$ cat config.mk
export PLATFORM = sky130hd
export DESIGN_NAME = sdram_pwrup_seq
export DESIGN_NICKNAME = d
export VERILOG_FILES = /design/src/rtl/sdram_init_pkg.sv /design/src/rtl/sdram_cycle_timer.sv /design/src/rtl/sdram_init_fsm.sv /design/src/rtl/sdram_ref_timer.sv /design/src/rtl/sdram_pwrup_seq.sv
export SDC_FILE = /design/constraint.sdc
export NUM_CORES = 1
export LEC_CHECK = 0
export ABC_AREA = 1
export BUFFER_PORTS_ARGS = -buffer_cell sky130_fd_sc_hd__buf_2
export CORE_UTILIZATION = 35
export CTS_BUF_LIST = sky130_fd_sc_hd__clkbuf_4 sky130_fd_sc_hd__clkbuf_8
export CTS_CLUSTER_SIZE = 28
export DETAILED_ROUTE_END_ITERATION = 16
export PLACE_DENSITY = 0.52
export SLEW_MARGIN = 20
export SYNTH_ARGS = -nofsm -noshare
export SYNTH_HDL_FRONTEND = slang
export SYNTH_SLANG_ARGS = --single-unit
$ cat constraint.sdc
create_clock -name clk_i -period 4.41 [get_ports clk_i]
set_input_delay 0.2205 -clock clk_i [delete_from_list [all_inputs] [get_ports clk_i]]
set_output_delay 0.2205 -clock clk_i [all_outputs]
set_load 0.01 [all_outputs]
$ cat src/rtl/sdram_init_pkg.sv
package sdram_init_pkg;
  // {cs_n, ras_n, cas_n, we_n}
  typedef enum logic [3:0] {
    CMD_MRS = 4'b0000,
    CMD_REF = 4'b0001,
    CMD_PRE = 4'b0010,
    CMD_NOP = 4'b0111
  } sdram_cmd_e;

  typedef enum logic [2:0] {
    ST_PAUSE,
    ST_PRE,
    ST_REF,
    ST_MRS,
    ST_DONE
  } init_st_e;
endpackage

$ cat src/rtl/sdram_cycle_timer.sv
module sdram_cycle_timer #(
  parameter int              W       = 8,
  parameter logic [W-1:0]    RST_VAL = '0
) (
  input  logic         clk_i,
  input  logic         rst_ni,
  input  logic         load_i,
  input  logic [W-1:0] load_val_i,
  output logic         zero_o
);
  logic [W-1:0] cnt_q;

  always_ff @(posedge clk_i or negedge rst_ni) begin
    if (!rst_ni)           cnt_q <= RST_VAL;
    else if (load_i)       cnt_q <= load_val_i;
    else if (cnt_q != '0)  cnt_q <= cnt_q - 1'b1;
  end

  assign zero_o = (cnt_q == '0);
endmodule

$ cat src/rtl/sdram_init_fsm.sv
module sdram_init_fsm
  import sdram_init_pkg::*;
#(
  parameter int PAUSE_CYC = 20000,
  parameter int TRP_CYC   = 2,
  parameter int TRC_CYC   = 7,
  parameter int TMRD_CYC  = 2,
  parameter int NUM_REF   = 8,
  parameter bit REF_FIRST = 1'b1,
  parameter int ADDR_W    = 13,
  parameter int MODE_W    = 13,
  parameter int AP_BIT    = 10
) (
  input  logic              clk_i,
  input  logic              rst_ni,
  input  logic [MODE_W-1:0] mode_val_i,
  output logic [3:0]        cmd_o,
  output logic [ADDR_W-1:0] addr_o,
  output logic              dqm_o,
  output logic              done_o
);
  localparam int MAX_A   = (TRP_CYC > TRC_CYC) ? TRP_CYC : TRC_CYC;
  localparam int MAX_B   = (MAX_A > TMRD_CYC) ? MAX_A : TMRD_CYC;
  localparam int MAX_DUR = (MAX_B > PAUSE_CYC) ? MAX_B : PAUSE_CYC;
  localparam int CNT_W   = $clog2(MAX_DUR + 1);
  localparam int REF_W   = $clog2(NUM_REF + 1);
  localparam int MIN_A   = (TRP_CYC < TRC_CYC) ? TRP_CYC : TRC_CYC;
  localparam int MIN_GAP = (MIN_A < TMRD_CYC) ? MIN_A : TMRD_CYC;

  init_st_e          state_q, state_d;
  logic              first_q;
  logic              pre_seen_q;
  logic [REF_W-1:0]  ref_cnt_q;
  logic [CNT_W-1:0]  dur_d;
  logic              tmr_zero;
  logic              advance;

  always_comb begin
    state_d = state_q;
    unique case (state_q)
      ST_PAUSE: state_d = ST_PRE;
      ST_PRE:   state_d = REF_FIRST ? ST_REF : ST_MRS;
      ST_REF:   if (ref_cnt_q == REF_W'(NUM_REF - 1))
                  state_d = REF_FIRST ? ST_MRS : ST_DONE;
                else
                  state_d = ST_REF;
      ST_MRS:   state_d = REF_FIRST ? ST_DONE : ST_REF;
      default:  state_d = ST_DONE;
    endcase
  end

  always_comb begin
    unique case (state_d)
      ST_PRE:  dur_d = CNT_W'(TRP_CYC - 1);
      ST_REF:  dur_d = CNT_W'(TRC_CYC - 1);
      ST_MRS:  dur_d = CNT_W'(TMRD_CYC - 1);
      default: dur_d = '0;
    endcase
  end

  assign advance = tmr_zero && (state_q != ST_DONE);

  sdram_cycle_timer #(
    .W       (CNT_W),
    .RST_VAL (CNT_W'(PAUSE_CYC - 1))
  ) u_phase_tmr (
    .clk_i      (clk_i),
    .rst_ni     (rst_ni),
    .load_i     (advance),
    .load_val_i (dur_d),
    .zero_o     (tmr_zero)
  );

  always_ff @(posedge clk_i or negedge rst_ni) begin
    if (!rst_ni) begin
      state_q    <= ST_PAUSE;
      first_q    <= 1'b0;
      pre_seen_q <= 1'b0;
      ref_cnt_q  <= '0;
    end else begin
      first_q <= advance;
      if (advance) state_q <= state_d;
      if (state_q == ST_PRE) pre_seen_q <= 1'b1;
      if (advance && state_q == ST_REF) ref_cnt_q <= ref_cnt_q + 1'b1;
    end
  end

  // command only in the first cycle of a phase; the rest of the phase is the gap
  always_comb begin
    cmd_o  = CMD_NOP;
    addr_o = '0;
    if (first_q) begin
      unique case (state_q)
        ST_PRE: begin
          cmd_o          = CMD_PRE;
          addr_o[AP_BIT] = 1'b1;
        end
        ST_REF: cmd_o = CMD_REF;
        ST_MRS: begin
          cmd_o  = CMD_MRS;
          addr_o = ADDR_W'(mode_val_i);
        end
        default: ;
      endcase
    end
  end

  assign done_o = (state_q == ST_DONE);
  assign dqm_o  = !done_o;

  assert_pre_first_R3: assert property (@(posedge clk_i) disable iff (!rst_ni)
    ($past(state_q) == ST_PAUSE && state_q == ST_PRE) |-> (cmd_o == CMD_PRE && addr_o[AP_BIT]));

  assert_cmd_gap_R4: assert property (@(posedge clk_i) disable iff (!rst_ni)
    (MIN_GAP > 1 && cmd_o != CMD_NOP) |=> (cmd_o == CMD_NOP));

  assert_ref_bound_R5: assert property (@(posedge clk_i) disable iff (!rst_ni)
    ref_cnt_q <= REF_W'(NUM_REF));

  assert_mrs_after_pre_R6: assert property (@(posedge clk_i) disable iff (!rst_ni)
    (cmd_o == CMD_MRS) |-> pre_seen_q);

  assert_done_sticky_R7: assert property (@(posedge clk_i) disable iff (!rst_ni)
    done_o |=> done_o);

  assert_quiet_after_done_R10: assert property (@(posedge clk_i) disable iff (!rst_ni)
    $past(done_o) |-> (cmd_o == CMD_NOP && addr_o == '0));
endmodule

$ cat src/rtl/sdram_ref_timer.sv
module sdram_ref_timer #(
  parameter int INT_CYC = 1562,
  parameter int PEND_W  = 4
) (
  input  logic              clk_i,
  input  logic              rst_ni,
  input  logic              en_i,
  input  logic              ack_i,
  output logic              req_o,
  output logic [PEND_W-1:0] pend_o
);
  localparam int                CNT_W    = $clog2(INT_CYC + 1);
  localparam logic [PEND_W-1:0] PEND_MAX = {PEND_W{1'b1}};

  logic              tmr_zero;
  logic [PEND_W-1:0] pend_q;
  logic              inc, dec;

  sdram_cycle_timer #(
    .W       (CNT_W),
    .RST_VAL (CNT_W'(INT_CYC - 1))
  ) u_int_tmr (
    .clk_i      (clk_i),
    .rst_ni     (rst_ni),
    .load_i     (!en_i || tmr_zero),
    .load_val_i (CNT_W'(INT_CYC - 1)),
    .zero_o     (tmr_zero)
  );

  assign req_o = en_i && tmr_zero;
  assign inc   = req_o && (pend_q != PEND_MAX);
  assign dec   = ack_i && (pend_q != '0);

  always_ff @(posedge clk_i or negedge rst_ni) begin
    if (!rst_ni)          pend_q <= '0;
    else if (inc && !dec) pend_q <= pend_q + 1'b1;
    else if (dec && !inc) pend_q <= pend_q - 1'b1;
  end

  assign pend_o = pend_q;

  assert_req_gated_R8: assert property (@(posedge clk_i) disable iff (!rst_ni)
    req_o |-> en_i);

  assert_req_single_R8: assert property (@(posedge clk_i) disable iff (!rst_ni)
    (INT_CYC > 1 && req_o) |=> !req_o);

  assert_pend_inc_R9: assert property (@(posedge clk_i) disable iff (!rst_ni)
    (req_o && !ack_i && pend_q != PEND_MAX) |=> (pend_q == $past(pend_q) + 1'b1));

  assert_pend_floor_R9: assert property (@(posedge clk_i) disable iff (!rst_ni)
    (ack_i && !req_o && pend_q == '0) |=> (pend_q == '0));
endmodule

$ cat src/rtl/sdram_pwrup_seq.sv
module sdram_pwrup_seq #(
  parameter int PAUSE_CYC   = 20000,
  parameter int TRP_CYC     = 2,
  parameter int TRC_CYC     = 7,
  parameter int TMRD_CYC    = 2,
  parameter int NUM_REF     = 8,
  parameter bit REF_FIRST   = 1'b1,
  parameter int REF_INT_CYC = 1562,
  parameter int PEND_W      = 4,
  parameter int ADDR_W      = 13,
  parameter int MODE_W      = 13,
  parameter int AP_BIT      = 10
) (
  input  logic              clk_i,
  input  logic              rst_ni,
  input  logic [MODE_W-1:0] mode_val_i,
  input  logic              ref_ack_i,
  output logic [3:0]        cmd_o,
  output logic [ADDR_W-1:0] addr_o,
  output logic              cke_o,
  output logic              dqm_o,
  output logic              init_done_o,
  output logic              ref_req_o,
  output logic [PEND_W-1:0] ref_pend_o
);
  logic done;

  sdram_init_fsm #(
    .PAUSE_CYC (PAUSE_CYC),
    .TRP_CYC   (TRP_CYC),
    .TRC_CYC   (TRC_CYC),
    .TMRD_CYC  (TMRD_CYC),
    .NUM_REF   (NUM_REF),
    .REF_FIRST (REF_FIRST),
    .ADDR_W    (ADDR_W),
    .MODE_W    (MODE_W),
    .AP_BIT    (AP_BIT)
  ) u_fsm (
    .clk_i      (clk_i),
    .rst_ni     (rst_ni),
    .mode_val_i (mode_val_i),
    .cmd_o      (cmd_o),
    .addr_o     (addr_o),
    .dqm_o      (dqm_o),
    .done_o     (done)
  );

  sdram_ref_timer #(
    .INT_CYC (REF_INT_CYC),
    .PEND_W  (PEND_W)
  ) u_ref (
    .clk_i  (clk_i),
    .rst_ni (rst_ni),
    .en_i   (done),
    .ack_i  (ref_ack_i),
    .req_o  (ref_req_o),
    .pend_o (ref_pend_o)
  );

  // clock enable stays high from reset onward
  assign cke_o       = 1'b1;
  assign init_done_o = done;
endmodule

Yosys cells after proc, flatten, opt, wreduce, memory -nomap -nowiden. Cells that the tools add are included.

Add/sub/neg operators: 5. Eq/ne operators: 10. Muxes and demuxes: 15. Reduce and logical (&&, ||, !) cells: 21.

Operator list (count): two-way mux 15 bit (2); two-way mux 11 bit (2); one-hot mux 3 bit (3 select lines) (2); logical NOT 15 bit (1); nonzero test 15 bit (1); subtractor 15 x 1 -> 15 bit, second input constant (1); two-way mux 13 bit (1); == test 3 x 2 -> 1 bit, second input constant (4); two-way mux 4 bit (3); logical NOT 11 bit (1); nonzero test 11 bit (1); subtractor 11 x 1 -> 11 bit, second input constant (1); two-way mux 10 bit (1); adder 4 x 1 -> 4 bit, second input constant (2); logical AND 1 bit (7); == test 3 x 1 -> 1 bit, second input constant (2); one-hot mux 3 bit (2 select lines) (1); nonzero test 2 bit (3); == test 4 x 3 -> 1 bit, second input constant (1); != test 4 bit, second input constant (1); nonzero test 4 bit (1); subtractor 4 x 1 -> 4 bit, second input constant (1); == test 3 bit, second input constant (1); logical NOT 1 bit (3); 7 further kinds (7).

Flip-flop bits (word level): 38.

Depth between registers and ports, before layout. Gate-level depths: netlist of the first run.

Depth after elaboration: 7. Depth in mapped cells: 14. Gate-level depth less buffers: 14.

Hierarchy. From an unflattened synthesis of the first run, not the netlist that was laid out.

Cell total of the unflattened synthesis: 380. Area total of the unflattened synthesis: 2668.8 um^2.

By module, submodules not included: sdram_cycle_timer at u_fsm.u_phase_tmr (instances 1, cells an instance 139, area each 1018.5 um^2); sdram_cycle_timer at u_ref.u_int_tmr (instances 1, cells an instance 109, area each 760.7 um^2); sdram_init_fsm (instances 1, cells an instance 86, area each 555.5 um^2); sdram_ref_timer (instances 1, cells an instance 44, area each 322.8 um^2); sdram_pwrup_seq (instances 1, cells an instance 2, area each 11.3 um^2).

Worst setup path after synthesis of the first run. OpenSTA, ideal clock, no wires.

Kind: flip-flop to flip-flop. Start point: reg u_fsm.state_q[1]. End point: reg u_ref.pend_q[3], in the netlist u_ref.pend_o[3]. Library setup time: 83 ps. Data arrival time: 2183 ps. Required time: 4327 ps. Slack: 2145 ps. Stages on the path, launching flop included: 14. Period minus slack after synthesis: 2265 ps. Cells stage by stage: dfrtp_1 nor2_2 nand2_2 nor3_2 o21a_1 ha_1 inv_1 ha_1 nand2_1 nand2_1 nor2_1 xnor2_1 nand2_1 o21ai_0.

Longest elaborated chain between the ends: 6.

Ends and longest elaborated chain: start: declaration (RTL line sdram_init_fsm.sv:30) `init_st_e state_q, state_d;`; start signal: assignment (RTL line sdram_init_fsm.sv:82) `if (advance) state_q <= state_d;`; == test 3 bit (*) (RTL line sdram_init_fsm.sv:108) `assign done_o = (state_q == ST_DONE);`; logical AND 1 bit (*) (RTL line sdram_ref_timer.sv:30) `assign req_o = en_i && tmr_zero;`; named net ref_req_o (RTL line sdram_pwrup_seq.sv:23) `output logic ref_req_o,`; logical AND 1 bit (*) (RTL line sdram_ref_timer.sv:31) `assign inc = req_o && (pend_q != PEND_MAX);`; logical NOT 1 bit (RTL line sdram_ref_timer.sv:37) `else if (dec && !inc) pend_q <= pend_q - 1'b1;`; logical AND 1 bit (RTL line sdram_ref_timer.sv:37); nonzero test 2 bit (no line); end signal: assignment (RTL line sdram_ref_timer.sv:36) `else if (inc && !dec) pend_q <= pend_q + 1'b1;`; end signal: assignment (RTL line sdram_ref_timer.sv:37); end: declaration (RTL line sdram_ref_timer.sv:16) `logic [PEND_W-1:0] pend_q;`.

The timed path passes the listed nets; every way through them passes the cells marked *. A chain may end at the register's enable or synchronous reset.

Worst setup path in the final report of the first run.
Start point: reg u_fsm.state_q[1]. End point: reg u_ref.pend_q[3], in the netlist u_ref.pend_o[3].

Longest elaborated chain between the ends: 6.

Ends and longest elaborated chain (RTL line): == test 3 bit (*) (sdram_init_fsm.sv:108); logical AND 1 bit (*) (sdram_ref_timer.sv:30); logical AND 1 bit (*) (sdram_ref_timer.sv:31); logical NOT 1 bit (sdram_ref_timer.sv:37); logical AND 1 bit (sdram_ref_timer.sv:37); nonzero test 2 bit (no line).

Mark *: on every way between the ends. The rest lies on a longest branch, timed or not.

==> run summary, run 1 <==
Global-route wire length before repair = 9.18 mm
Yosys warning total = 0
NumNets Final = 395
DIE HEIGHT = 85.4 um
Slowest stage cell, crit path = dfrtp_1
Post_cts resized = 0
Final period utilization = 53.4%
Num ports = 41
GR Util All Layers = 15.7%
CP arrival = 2.57 ns
Pwr dens = 280 mW/mm2
Fin. Hold Viols = 0
Mapped Area = 0.00243 mm2
DRC viols = 0
Vias in the first global route = 2,050
CTS tree = done
CP most frequent cell = nand2_1
Post-Synthesis Net Count = 354
Core box area = 0.00676 mm2
Crit path kind = reg2reg
Seq cells post-synth = 38
Hold WS = 0.0439 ns
Initial antenna violation count = 0
Die width = 85.4 um
Clock buffer count from CTS = 5
Routed WL per cell = 11.6 um
Slew Limit Headroom = 41.8%
Pre-antenna DRT Iters = 4
Layout cells sized above 1 = 22.6%
TritonCTS Sinks = 38
Worst Path Buf+Inv = 1
Leakage power total = 1.44 nW
Measured slew at the worst slew-check pin = 0.873 ns
Syn_area_per_cell = 7.39 um2
CTS root buffer = clkbuf_8
Post-Synthesis Cells = 329
Grt ovf = 0
Ordered cell list for the critical path = nor2_2 > nand2_2 > nor3_2 > o21a_1 > ha_1 > inv_1 > ha_1 > nand2_1 > nand2_1 > nor2_1 > xnor2_1 > nand2_1 > o21ai_0
Layout area overhead = 14.7%
Routed WL = 5.22 mm
Die area = 0.00729 mm2
Highest clock rate = 424 MHz
Post-synth top area cell = dfrtp_1
Maxcap violations = 0
Post-layout util = 41.3%
Total number of vias = 2,114
Initial Util = 36.0%
Setup Skew = 0.00764 ns
Status = complete, no violations
Worst-skew pair later-pin latency = 0.29 ns
Via/cell ratio = 4.69
Post-DP HPWL = 3.97 mm
Initial DRC Count = 65
Synth top area share = 24.7%
Tightest Hold Check Type = in2async
Setup crit end kind = flop
Largest cells by area after synthesis = dfrtp_1, dfstp_2, nand2_1
Routability-driven placement congestion ratio = 0.869
Post-CTS setup-driven buffer insertion count = 0
Fin Setup TNS = 0 ns
Max VDD drop = 0.229 mV
Clock Pin Slew Worst Setup and Hold Paths = 0.07 ns
Largest net degree at the start of global routing = 39
# setup viols final = 0
Min Tclk post-route = 2.36 ns
ANT cells = 0
Max Slew Vio Count = 0
Count of cell types in the netlist = 34
Sequential fraction of the synthesis area = 39.8%
CP max FO = 7
# hold bufs at CTS = 0
Critical Path Start Type = flop
Num rows = 30
Worst EP required = 4.62 ns
RSZ-0062 raised after global routing = no
Critical path origin = u_fsm.state_q[1]$_DFFE_PN0P_
Slowest stage delay, CP = 0.45 ns
Final ANT Viol Nets = 0
Reg2reg start = u_fsm.state_q[1]$_DFFE_PN0P_
H-tree depth = 2
IO Port Bufs = 38
CTS Buffer Depth = 2
CP top delay family = simple AND/OR/NAND/NOR gates
## Yosys cell counts, drive strengths merged
master and n:
or2 1, xor2 4, xnor2 7, nand4 4
o21ai 12, o21a 1, buf 4, nand3 33
ha 8, dfrtp 24, nand3b 2, fa 1
dfstp 14, inv 41, nand2 87, nor3b 2
conb 2, o41ai 1, a21oi 2, nor2 73
nor3 5, a21o 1
## cells in the final DEF, fill, tap and decap left out, types with 7 or more instances in the layout
cell / instances
buf_2: 38
dfrtp_1: 24
dfstp_2: 14
ha_1: 8
inv_1: 39
nand2_1: 83
nand3_1: 31
nor2_1: 61
o21ai_0: 9
xnor2_1: 7
## metrics by stage
step	std cells	setup WS [ns]	power (mW)	cell area (um2)
5_1_grt	451	1.85	0.839	2790
2_1_floorplan	329	2.14	0.494	2430
3_5_place_dp	443	2.05	0.541	2700
4_1_cts	451	2.03	0.799	2790
6_report	451	2.05	0.782	2790
3_3_place_gp	443	2.13	0.542	2700
## kinds of logic after synthesis
logic type	Yosys count	synth area share [%]
XOR/XNOR	11	3.96
other	2	0.309
AO/OA/AOI/OAI	17	4.32
AND/OR/NAND/NOR	207	39.4
buffers and inverters	45	7.30
flip-flops	38	39.8
adder cells (fa/ha/maj)	9	4.94
## power breakdown
part | leakage [nW] | switching (mW) | internal (mW)
sequential | 0.458 | 0.0310 | 0.368
combinational | 0.934 | 0.0701 | 0.0652
clock | 0.0498 | 0.117 | 0.131
total | 1.44 | 0.218 | 0.564
## state kept, by name, summed over array words and instances, names as in the netlist
name,count
u_fsm.ref_cnt_q,4
u_fsm.state_q,3
u_fsm.u_phase_tmr.cnt_q,15
u_ref.pend_o,4
u_fsm.first_q,1
u_ref.u_int_tmr.cnt_q,11
## final timing paths
check                      cells after the start                                     end  slack, ns
setup / recovery                              13             u_ref.pend_o[3]$_DFFE_PN0P_       2.05
hold / removal                                 1  u_fsm.u_phase_tmr.cnt_q[6]$_DFFE_PN0P_       0.04
setup reg to reg                              13             u_ref.pend_o[3]$_DFFE_PN0P_       2.05
hold reg to reg                                1    u_ref.u_int_tmr.cnt_q[0]$_DFFE_PN1P_       0.46
max in group asynchronous                      1          u_fsm.ref_cnt_q[3]$_DFFE_PN0P_       3.81
min in group clk_i                             4             u_ref.pend_o[0]$_DFFE_PN0P_       0.41
## layout make-up
type / count / area [um2]
inverters: 41 / 154
fillers: 716 / 3970
multi-input cells: 246 / 1290
repair buffers: 38 / 190
flip-flops and latches: 38 / 968
clock buffers: 8 / 91.3
well taps: 80 / 100
## routing by layer
metal	wire [um]	global-route usage, %
met1	2710	21.0
met2	2190	25.7
met3	268	3.21
met4	54	4.70
met5	0	0
Note: power is estimated with default switching activity, not from simulation.
==> inputs of run 2 (changes only) <==
Settings changed: ABC_AREA 1 to 0, PLACE_DENSITY 0.52 to 0.53.
Clock period 4.41 ns to 2.4 ns, I/O delays scaled along.
==> run 2 against run 1 <==
Against the previous run:
- the run now ends with negative setup slack left
- cell area fell by 2.0%
- highest routed layer unchanged
- non-clock buffer count rose by 22
- sequential share of layout area rose by 0.71 points
- die area fell by 11%
- critical path depth fell by 1
- synthesized cell count fell by 35%
- total power rose by 44%
==> run summary, run 2 <==
DRC viols = 0 (unchanged)
FILL cells = 568 (-21%)
Reg2reg path depth = 12 (-1)
M1 WL = 2.11 mm (-22%)
Clock Pin Slew Worst Setup and Hold Paths = 0.07 ns (about the same)
Routed WL = 4.17 mm (-20%)
Reg power frac = 56.8% (+5.8 points)
Design Power = 1.13 mW (+44%)
Post-Synthesis Cells = 214 (-35%)
Post-synth EDFFs = 0 (unchanged)
Core box area = 0.00592 mm2 (-12%)
P_int = 0.894 mW (+59%)
R2R Setup Slk = -0.03 ns (-2.09 ns)
Area of the multi-input gates = 0.00118 mm2 (-8.4%)
Routed WL per cell = 12.0 um (+3.3%)
Final ANT Viol Nets = 0 (unchanged)
Seq cells post-synth = 38 (unchanged)
Worst-skew pair later-pin latency = 0.29 ns (about the same)
Worst Hold End = u_ref.pend_o[0]$_DFFE_PN0P_
Routability-driven placement congestion ratio = 0.783 (-9.9%)
Reg2reg start = u_ref.u_int_tmr.cnt_q[7]$_DFFE_PN0P_
Pwr dens = 413 mW/mm2 (+47%)
Synth Area in Compound Gates = 7.82% (+3.5 points)
Worst Path Buf+Inv = 2 (+1)
Maxcap violations = 0 (unchanged)
Layout area overhead = 26.5%
Largest cells by area after synthesis = dfrtp_1, dfstp_2, xnor2_1
RR Endpoint = u_ref.pend_o[3]$_DFFE_PN0P_
Commonest cells post-synth = dfrtp_1, nand2_1, nor2_1, xnor2_1, dfstp_2
Final WS setup = -0.0338 ns (-2.09 ns)
Worst EP required = 2.62 ns (-2.00 ns)
Mapped Area = 0.00216 mm2 (-11%)
Top-count cell post-synth = dfrtp_1
Global-route wire length before repair = 7.13 mm (-22%)
CP arrival = 2.65 ns (+0.08 ns)
GR Util All Layers = 14.2% (-1.5 points)
Top layer in use = met4
Initial Util = 36.5% (+0.50 points)
Layout cells sized above 1 = 38.7% (+16 points)
Cell count after placement = 339 (-23%)
IO Port Bufs = 38 (unchanged)
Largest Register = u_fsm.u_phase_tmr.cnt_q
Status = finished, violations left
Slew Limit Headroom = 44.5% (+2.7 points)
Clock buffer count from CTS = 5 (unchanged)
Ordered cell list for the critical path = nor4_2 > buf_4 > and3_4 > nand2_4 > a41oi_2 > ha_2 > inv_4 > ha_4 > a21o_1 > a21oi_2 > mux2i_1 > xnor2_1
CP max FO = 5 (-2)
# setup viols final = 2 (+2)
Critical Path Start Type = flop
Sequential fraction of the synthesis area = 44.8% (+5.0 points)
Initial antenna violation count = 0 (unchanged)
H-tree depth = 2 (unchanged)
CTS root buffer = clkbuf_8
Grt ovf = 0 (unchanged)
Hold Crit Start = ref_ack_i
Post-synth top area cell = dfrtp_1
Synth top area share = 27.8% (+3.1 points)
Fin cells = 349 (-23%)
Clk pwr share = 41.0% (+9.3 points)
Post-route cell area = 0.00273 mm2 (-2.0%)
Hold Path Stages = 4
Gate power share = 2.2% (-15 points)
Final period utilization = 101% (+48 points)
Leakage power total = 1.25 nW (-13%)
Synth Area in Adders = 5.56% (+0.62 points)
Slowest stage delay, CP = 0.40 ns (-0.05 ns)
RSZ-0062 raised after global routing = yes
Total number of vias = 1,693 (-20%)
Die width = 80.6 um (-5.6%)
Vias in the first global route = 1,553 (-24%)
Measured slew at the worst slew-check pin = 0.833 ns (-0.0399 ns)
CP top delay family = simple AND/OR/NAND/NOR gates
Tightest Hold Check Type = in2reg
Pre-antenna DRT Iters = 4 (unchanged)
Slowest stage cell, crit path = dfrtp_1
Max Slew Vio Count = 0 (unchanged)
Num ports = 41 (unchanged)
Post-layout util = 46.2% (+4.9 points)
Sw frac = 20.8% (-7.1 points)
Count of cell types in the netlist = 48 (+41%)
Num rows = 28 (-6.7%)
Crit path kind = reg2reg
ANT cells = 0 (unchanged)
Async set-reset flop share out of synthesis = 100% (unchanged)
Highest clock rate = 411 MHz (-3.2%)
NumNets Final = 298 (-25%)
Highest-count cells in the layout ignoring fill and taps = buf_2, dfrtp_1, buf_4
Yosys warning total = 0 (unchanged)
Commonest non-fill, non-tap cell in the layout = buf_2
CTS tree = done
Largest registers = u_fsm.u_phase_tmr.cnt_q (15), u_ref.u_int_tmr.cnt_q (11)
Syn_area_per_cell = 10.1 um2 (+37%)
Mux contribution to synthesized area = 2.72% (+2.7 points)
Violated checks = negative setup slack
Wire length on met3 = 138 um (-49%)
CTS Buffer Depth = 2 (unchanged)
Post-Synthesis Net Count = 239 (-32%)
Die area = 0.00649 mm2 (-11%)
Top FF cell, synth = dfrtp_1
Largest net degree at the start of global routing = 39 (unchanged)
Largest family of logic cells by synthesized area = simple AND/OR/NAND/NOR gates
Cell Area, Placed = 0.00259 mm2 (-3.9%)
DIE HEIGHT = 80.6 um (-5.6%)
Initial DRC Count = 70 (+7.7%)
Post-DP HPWL = 3.07 mm (-23%)
Post-Synth XOR/XNOR Area = 8.92% (+5.0 points)
Setup crit end kind = flop
Max FFs per register = 15 (unchanged)
Wire length on met2 = 1.89 mm (-14%)
Hold WS = 0.318 ns (+0.274 ns)
Via/cell ratio = 4.85 (+3.5%)
Min Tclk post-route = 2.43 ns (+0.0778 ns)
Setup Skew = 0.00715 ns (-0.000491 ns)
P_sw = 0.235 mW (+7.7%)
TritonCTS Sinks = 38 (unchanged)
Fin. Hold Viols = 0 (unchanged)
Max VDD drop = 0.263 mV (+15%)
Simple-gate share of the synthesized area = 25.8% (-14 points)
Register area = 968 um2 (unchanged)
run 2: changes by cell type after synthesis, moves of 6 or more:
| cell | delta |
|---|---|
| nand2_1 | -63 |
| nor2_1 | -42 |
| xnor2_1 | +10 |
| nor2_4 | -6 |
| inv_1 | -31 |
| and2_1 | +13 |
| nand3_1 | -23 |
run 2: worst max-delay path by stage:
| stage | start | slack [ns] | to | depth (start not counted) |
|---|---|---|---|---|
| 3_5_place_dp | u_ref.u_int_tmr.cnt_q[1]$_DFFE_PN0P_ | -0.05 | u_ref.pend_o[3]$_DFFE_PN0P_ | 13 |
| 4_1_cts | u_ref.u_int_tmr.cnt_q[0]$_DFFE_PN1P_ | -0.02 | u_ref.pend_o[3]$_DFFE_PN0P_ | 13 |
| 3_3_place_gp | u_ref.u_int_tmr.cnt_q[0]$_DFFE_PN1P_ | -0.02 | u_ref.pend_o[3]$_DFFE_PN0P_ | 13 |
| 5_1_grt | u_ref.u_int_tmr.cnt_q[1]$_DFFE_PN0P_ | -0.18 | u_ref.pend_o[3]$_DFFE_PN0P_ | 13 |
| 2_1_floorplan | u_fsm.state_q[0]$_DFFE_PN0P_ | 0.01 | u_ref.pend_o[3]$_DFFE_PN0P_ | 13 |
| 6_report | u_ref.u_int_tmr.cnt_q[7]$_DFFE_PN0P_ | -0.03 | u_ref.pend_o[3]$_DFFE_PN0P_ | 12 |
run 2: area by class of cell:
cell class                 instances  area share [%]
inverter                           8            1.46
sequential                        38            35.4
tap                               75            3.43
timing repair buffer              60            13.1
clock inverter                     1           0.183
multi-input combinational        160            43.1
clock buffer                       7            3.30
run 2: logic make-up after synthesis:
group | after synthesis
AND/OR/NAND/NOR | 95
flip-flops | 38
AO/OA/AOI/OAI | 27
XOR/XNOR | 22
buffers and inverters | 16
adder cells (fa/ha/maj) | 9
multiplexers | 5
other | 2
run 2: repair_timing:
action                     4_1_cts  5_1_grt
hold endpoints to repair        24        0
pin swaps                        1        5
setup endpoints to repair        1        3
gates resized for setup          3        5
hold buffers                     1        0
setup buffers                    0        1
run 2: per-layer routing:
layer / track usage, % / up-vias
met5: 0 / -
met4: 4.29 / 0
met3: 3.52 / 6
met2: 21.9 / 24
met1: 19.6 / 802
li1: - / 861
run 2: power by group through the flow:
stage / clock network (mW) / logic (mW) / registers [mW]
6_report: 0.462 / 0.0254 / 0.641
5_1_grt: 0.503 / 0.0302 / 0.641
4_1_cts: 0.481 / 0.0272 / 0.641
3_5_place_dp: 0 / 0.0262 / 0.653
3_3_place_gp: 0 / 0.0256 / 0.653
2_1_floorplan: 0 / 0.00431 / 0.653
run 2: worst register-to-register path, delay by kind of cell (launching register included):
| kind | cells | cell delay [ns] |
|---|---|---|
| and+or+nand+nor | 3 | 0.50 |
| AOI/OAI and AO/OA | 3 | 0.48 |
| adders and majority gates | 2 | 0.43 |
| DFF | 1 | 0.40 |
| muxes | 1 | 0.22 |
| buffers and inverters | 2 | 0.21 |
| xor gates and xnor gates | 1 | 0.13 |
run 2: metrics by stage:
| step | setup TNS (ns) | setup WS [ns] |
|---|---|---|
| floorplan | 0 | 0.0132 |
| global placement | -0.0162 | -0.0162 |
| detailed placement | -0.0524 | -0.0524 |
| CTS | -0.0231 | -0.0231 |
| global route | -0.367 | -0.185 |
| finish | -0.0406 | -0.0338 |
==> inputs of run 3 (changes only) <==
Settings changed: CORE_UTILIZATION 35 to 55, PLACE_DENSITY 0.53 to 0.77.
==> run 3 against run 2 <==
Against the previous run:
- the run still ends with negative setup slack left
- worst setup slack got worse by 0.024 ns
- die area decreased by 36%
- flip-flop and latch count stayed put
- fmax fell by 0.98%
- non-clock buffer count down 2
- cell area shrank 1.3%
- cell count is 8.3% lower
- critical path type unchanged
==> run summary, run 3 (synthesis results as in run 2) <==
Vias in the first global route = 1,635 (+5.3%)
Setup crit end kind = flop
Reg2reg path depth = 13 (+1)
Layout cells sized above 1 = 38.2% (-0.45 points)
Worst Hold End = u_ref.pend_o[0]$_DFFE_PN0P_
RR Endpoint = u_ref.pend_o[3]$_DFFE_PN0P_
NumNets Final = 296 (-0.67%)
GR Util All Layers = 22.4% (+8.2 points)
Core box area = 0.00372 mm2 (-37%)
M2 GR Usage = 38.2% (+16 points)
Initial DRC Count = 97 (+39%)
Routed WL per cell = 13.3 um (+11%)
Initial Util = 58.1% (+22 points)
Leakage power total = 1.25 nW (+0.21%)
Slowest stage cell, crit path = dfrtp_1
Pre-antenna DRT Iters = 4 (unchanged)
Clk pwr share = 44.6% (+3.6 points)
Grt ovf = 0 (unchanged)
Highest-count cells in the layout ignoring fill and taps = buf_2, dfrtp_1, nand2_1, nor2_1, buf_4
Sw frac = 20.5% (-0.32 points)
Violated checks = negative setup slack
Final ANT Viol Nets = 0 (unchanged)
Initial antenna violation count = 0 (unchanged)
Hold Crit Start = ref_ack_i
Worst EP required = 2.62 ns (about the same)
CP arrival = 2.68 ns (+0.03 ns)
Via/cell ratio = 5.38 (+11%)
# setup viols final = 1 (-1)
Cell count after placement = 307 (-9.4%)
CTS Buffer Depth = 2 (unchanged)
DIE HEIGHT = 64.7 um (-20%)
Hold WS = 0.320 ns (+0.00191 ns)
Max FFs per register = 15 (unchanged)
Routability-driven placement congestion ratio = 0.757 (-3.3%)
Clock Pin Slew Worst Setup and Hold Paths = 0.08 ns (about the same)
Status = finished, violations left
Gate power share = 2.1% (about the same)
TritonCTS Sinks = 38 (unchanged)
Hold Path Stages = 4 (unchanged)
Most Crowded Layer GR = met2
Measured slew at the worst slew-check pin = 0.820 ns (-0.0126 ns)
Largest Register = u_fsm.u_phase_tmr.cnt_q
Die area = 0.00418 mm2 (-36%)
Fin. Hold Viols = 0 (unchanged)
Setup Skew = 0.00669 ns (-0.000463 ns)
Met3 Use GR = 6.16% (+2.6 points)
Pwr dens = 446 mW/mm2 (+8.0%)
Slew Limit Headroom = 45.3% (+0.84 points)
Clock buffer count from CTS = 5 (unchanged)
CP most frequent cell = ha_4
ANT cells = 0 (unchanged)
Final WS setup = -0.0579 ns (-0.0241 ns)
R2R Setup Slk = -0.06 ns (-0.02 ns)
Max VDD drop = 0.408 mV (+55%)
Reg power frac = 53.3% (-3.5 points)
DRC viols = 0 (unchanged)
Tightest Hold Check Type = in2reg
P_int = 0.957 mW (+7.0%)
Reg2reg start = u_ref.u_int_tmr.cnt_q[1]$_DFFE_PN0P_
P_sw = 0.247 mW (+4.9%)
CP max FO = 4 (-1)
Post-DP HPWL = 3.00 mm (-2.5%)
Commonest non-fill, non-tap cell in the layout = buf_2
Critical Path Start Type = flop
Largest registers = u_fsm.u_phase_tmr.cnt_q (15), u_ref.u_int_tmr.cnt_q (11)
Met1 Resource Use GR = 27.4% (+7.9 points)
Final period utilization = 102% (+1.0 points)
Crit path kind = reg2reg
Die width = 64.7 um (-20%)
Num ports = 41 (unchanged)
Slowest stage delay, CP = 0.40 ns (about the same)
Highest clock rate = 407 MHz (-0.98%)
Fin Setup TNS = -0.0579 ns (-0.0173 ns)
IO Port Bufs = 38 (unchanged)
Ordered cell list for the critical path = inv_2 > ha_4 > nor4b_4 > and3_4 > nand2_4 > a41oi_2 > ha_2 > inv_4 > ha_4 > a21o_1 > a21oi_2 > mux2i_1 > xnor2_1
Total number of vias = 1,722 (+1.7%)
RSZ-0062 raised after global routing = yes
Maxcap violations = 0 (unchanged)
Worst-skew pair later-pin latency = 0.30 ns (about the same)
Routed WL = 4.25 mm (+1.7%)
H-tree depth = 2 (unchanged)
Num rows = 22 (-21%)
Max Slew Vio Count = 0 (unchanged)
CTS tree = done
Min Tclk post-route = 2.46 ns (+0.0241 ns)
FILL cells = 267 (-53%)
CTS root buffer = clkbuf_8
Fin cells = 320 (-8.3%)
Largest net degree at the start of global routing = 39 (unchanged)
Global-route wire length before repair = 7.08 mm (-0.77%)
Layout area overhead = 24.9%
## run 3: stage by stage
stage               util, %  power, mW  worst slack, ns  cell area, um2
detailed placement     67.8      0.678           -0.106            2520
global route           72.6       1.25           -0.184            2700
global placement       67.8      0.677         -0.00466            2520
floorplan                 -      0.657           0.0132            2220
finish                 72.6       1.20          -0.0579            2700
CTS                    71.6       1.21          -0.0454            2660
## run 3: cell type report
cell class,instances,area (um2),share of cell area [%]
Clock buffer,5,68.8,2.55
Clock inverter,3,40.0,1.48
Inverter,8,40.0,1.48
Multi-Input combinational cell,160,1180,43.7
Sequential cell,38,968,35.9
Tap cell,48,60.1,2.23
Timing Repair Buffer,58,343,12.7
## run 3: worst max path at each step
| stage | startpoint | endpoint | slack [ns] | cells after the start |
|---|---|---|---|---|
| floorplan | u_fsm.state_q[0]$_DFFE_PN0P_ | u_ref.pend_o[3]$_DFFE_PN0P_ | 0.01 | 13 |
| global placement | u_ref.u_int_tmr.cnt_q[0]$_DFFE_PN1P_ | u_ref.pend_o[3]$_DFFE_PN0P_ | -0.005 | 13 |
| detailed placement | u_ref.u_int_tmr.cnt_q[1]$_DFFE_PN0P_ | u_ref.pend_o[3]$_DFFE_PN0P_ | -0.11 | 13 |
| CTS | u_ref.u_int_tmr.cnt_q[1]$_DFFE_PN0P_ | u_ref.pend_o[3]$_DFFE_PN0P_ | -0.05 | 13 |
| global route | u_ref.u_int_tmr.cnt_q[1]$_DFFE_PN0P_ | u_ref.pend_o[3]$_DFFE_PN0P_ | -0.18 | 13 |
| finish | u_ref.u_int_tmr.cnt_q[1]$_DFFE_PN0P_ | u_ref.pend_o[3]$_DFFE_PN0P_ | -0.06 | 13 |
## run 3: per-layer routing
metal | wire, um | vias up
li1 | - | 855
met1 | 1870 | 809
met2 | 2090 | 51
met3 | 231 | 7
met4 | 57 | 0
met5 | 0 | -
## run 3: power groups by stage
stage	clock (mW)	combinational [mW]	sequential, mW
final	0.537	0.0252	0.641
after global routing	0.584	0.0294	0.641
after CTS	0.544	0.0265	0.641
after detailed placement	0	0.0253	0.653
after global placement	0	0.0244	0.653
after floorplan	0	0.00431	0.653
## run 3: worst max-delay path: cells and delay by family (launching register included)
family	cells	cell delay, ns
compound gates	3	0.45
flops	1	0.40
simple gates	3	0.48
fa+ha+maj	3	0.55
mux	1	0.22
xor+xnor	1	0.13
buf+inv	2	0.15
## run 3: repair_timing
action	CTS	global route
resized for setup	3	4
gates cloned	0	0
endpoints found under the setup margin	1	3
hold buffers	1	0
pin swaps	1	4
endpoints found under the hold margin	24	0
buffers inserted	1	3
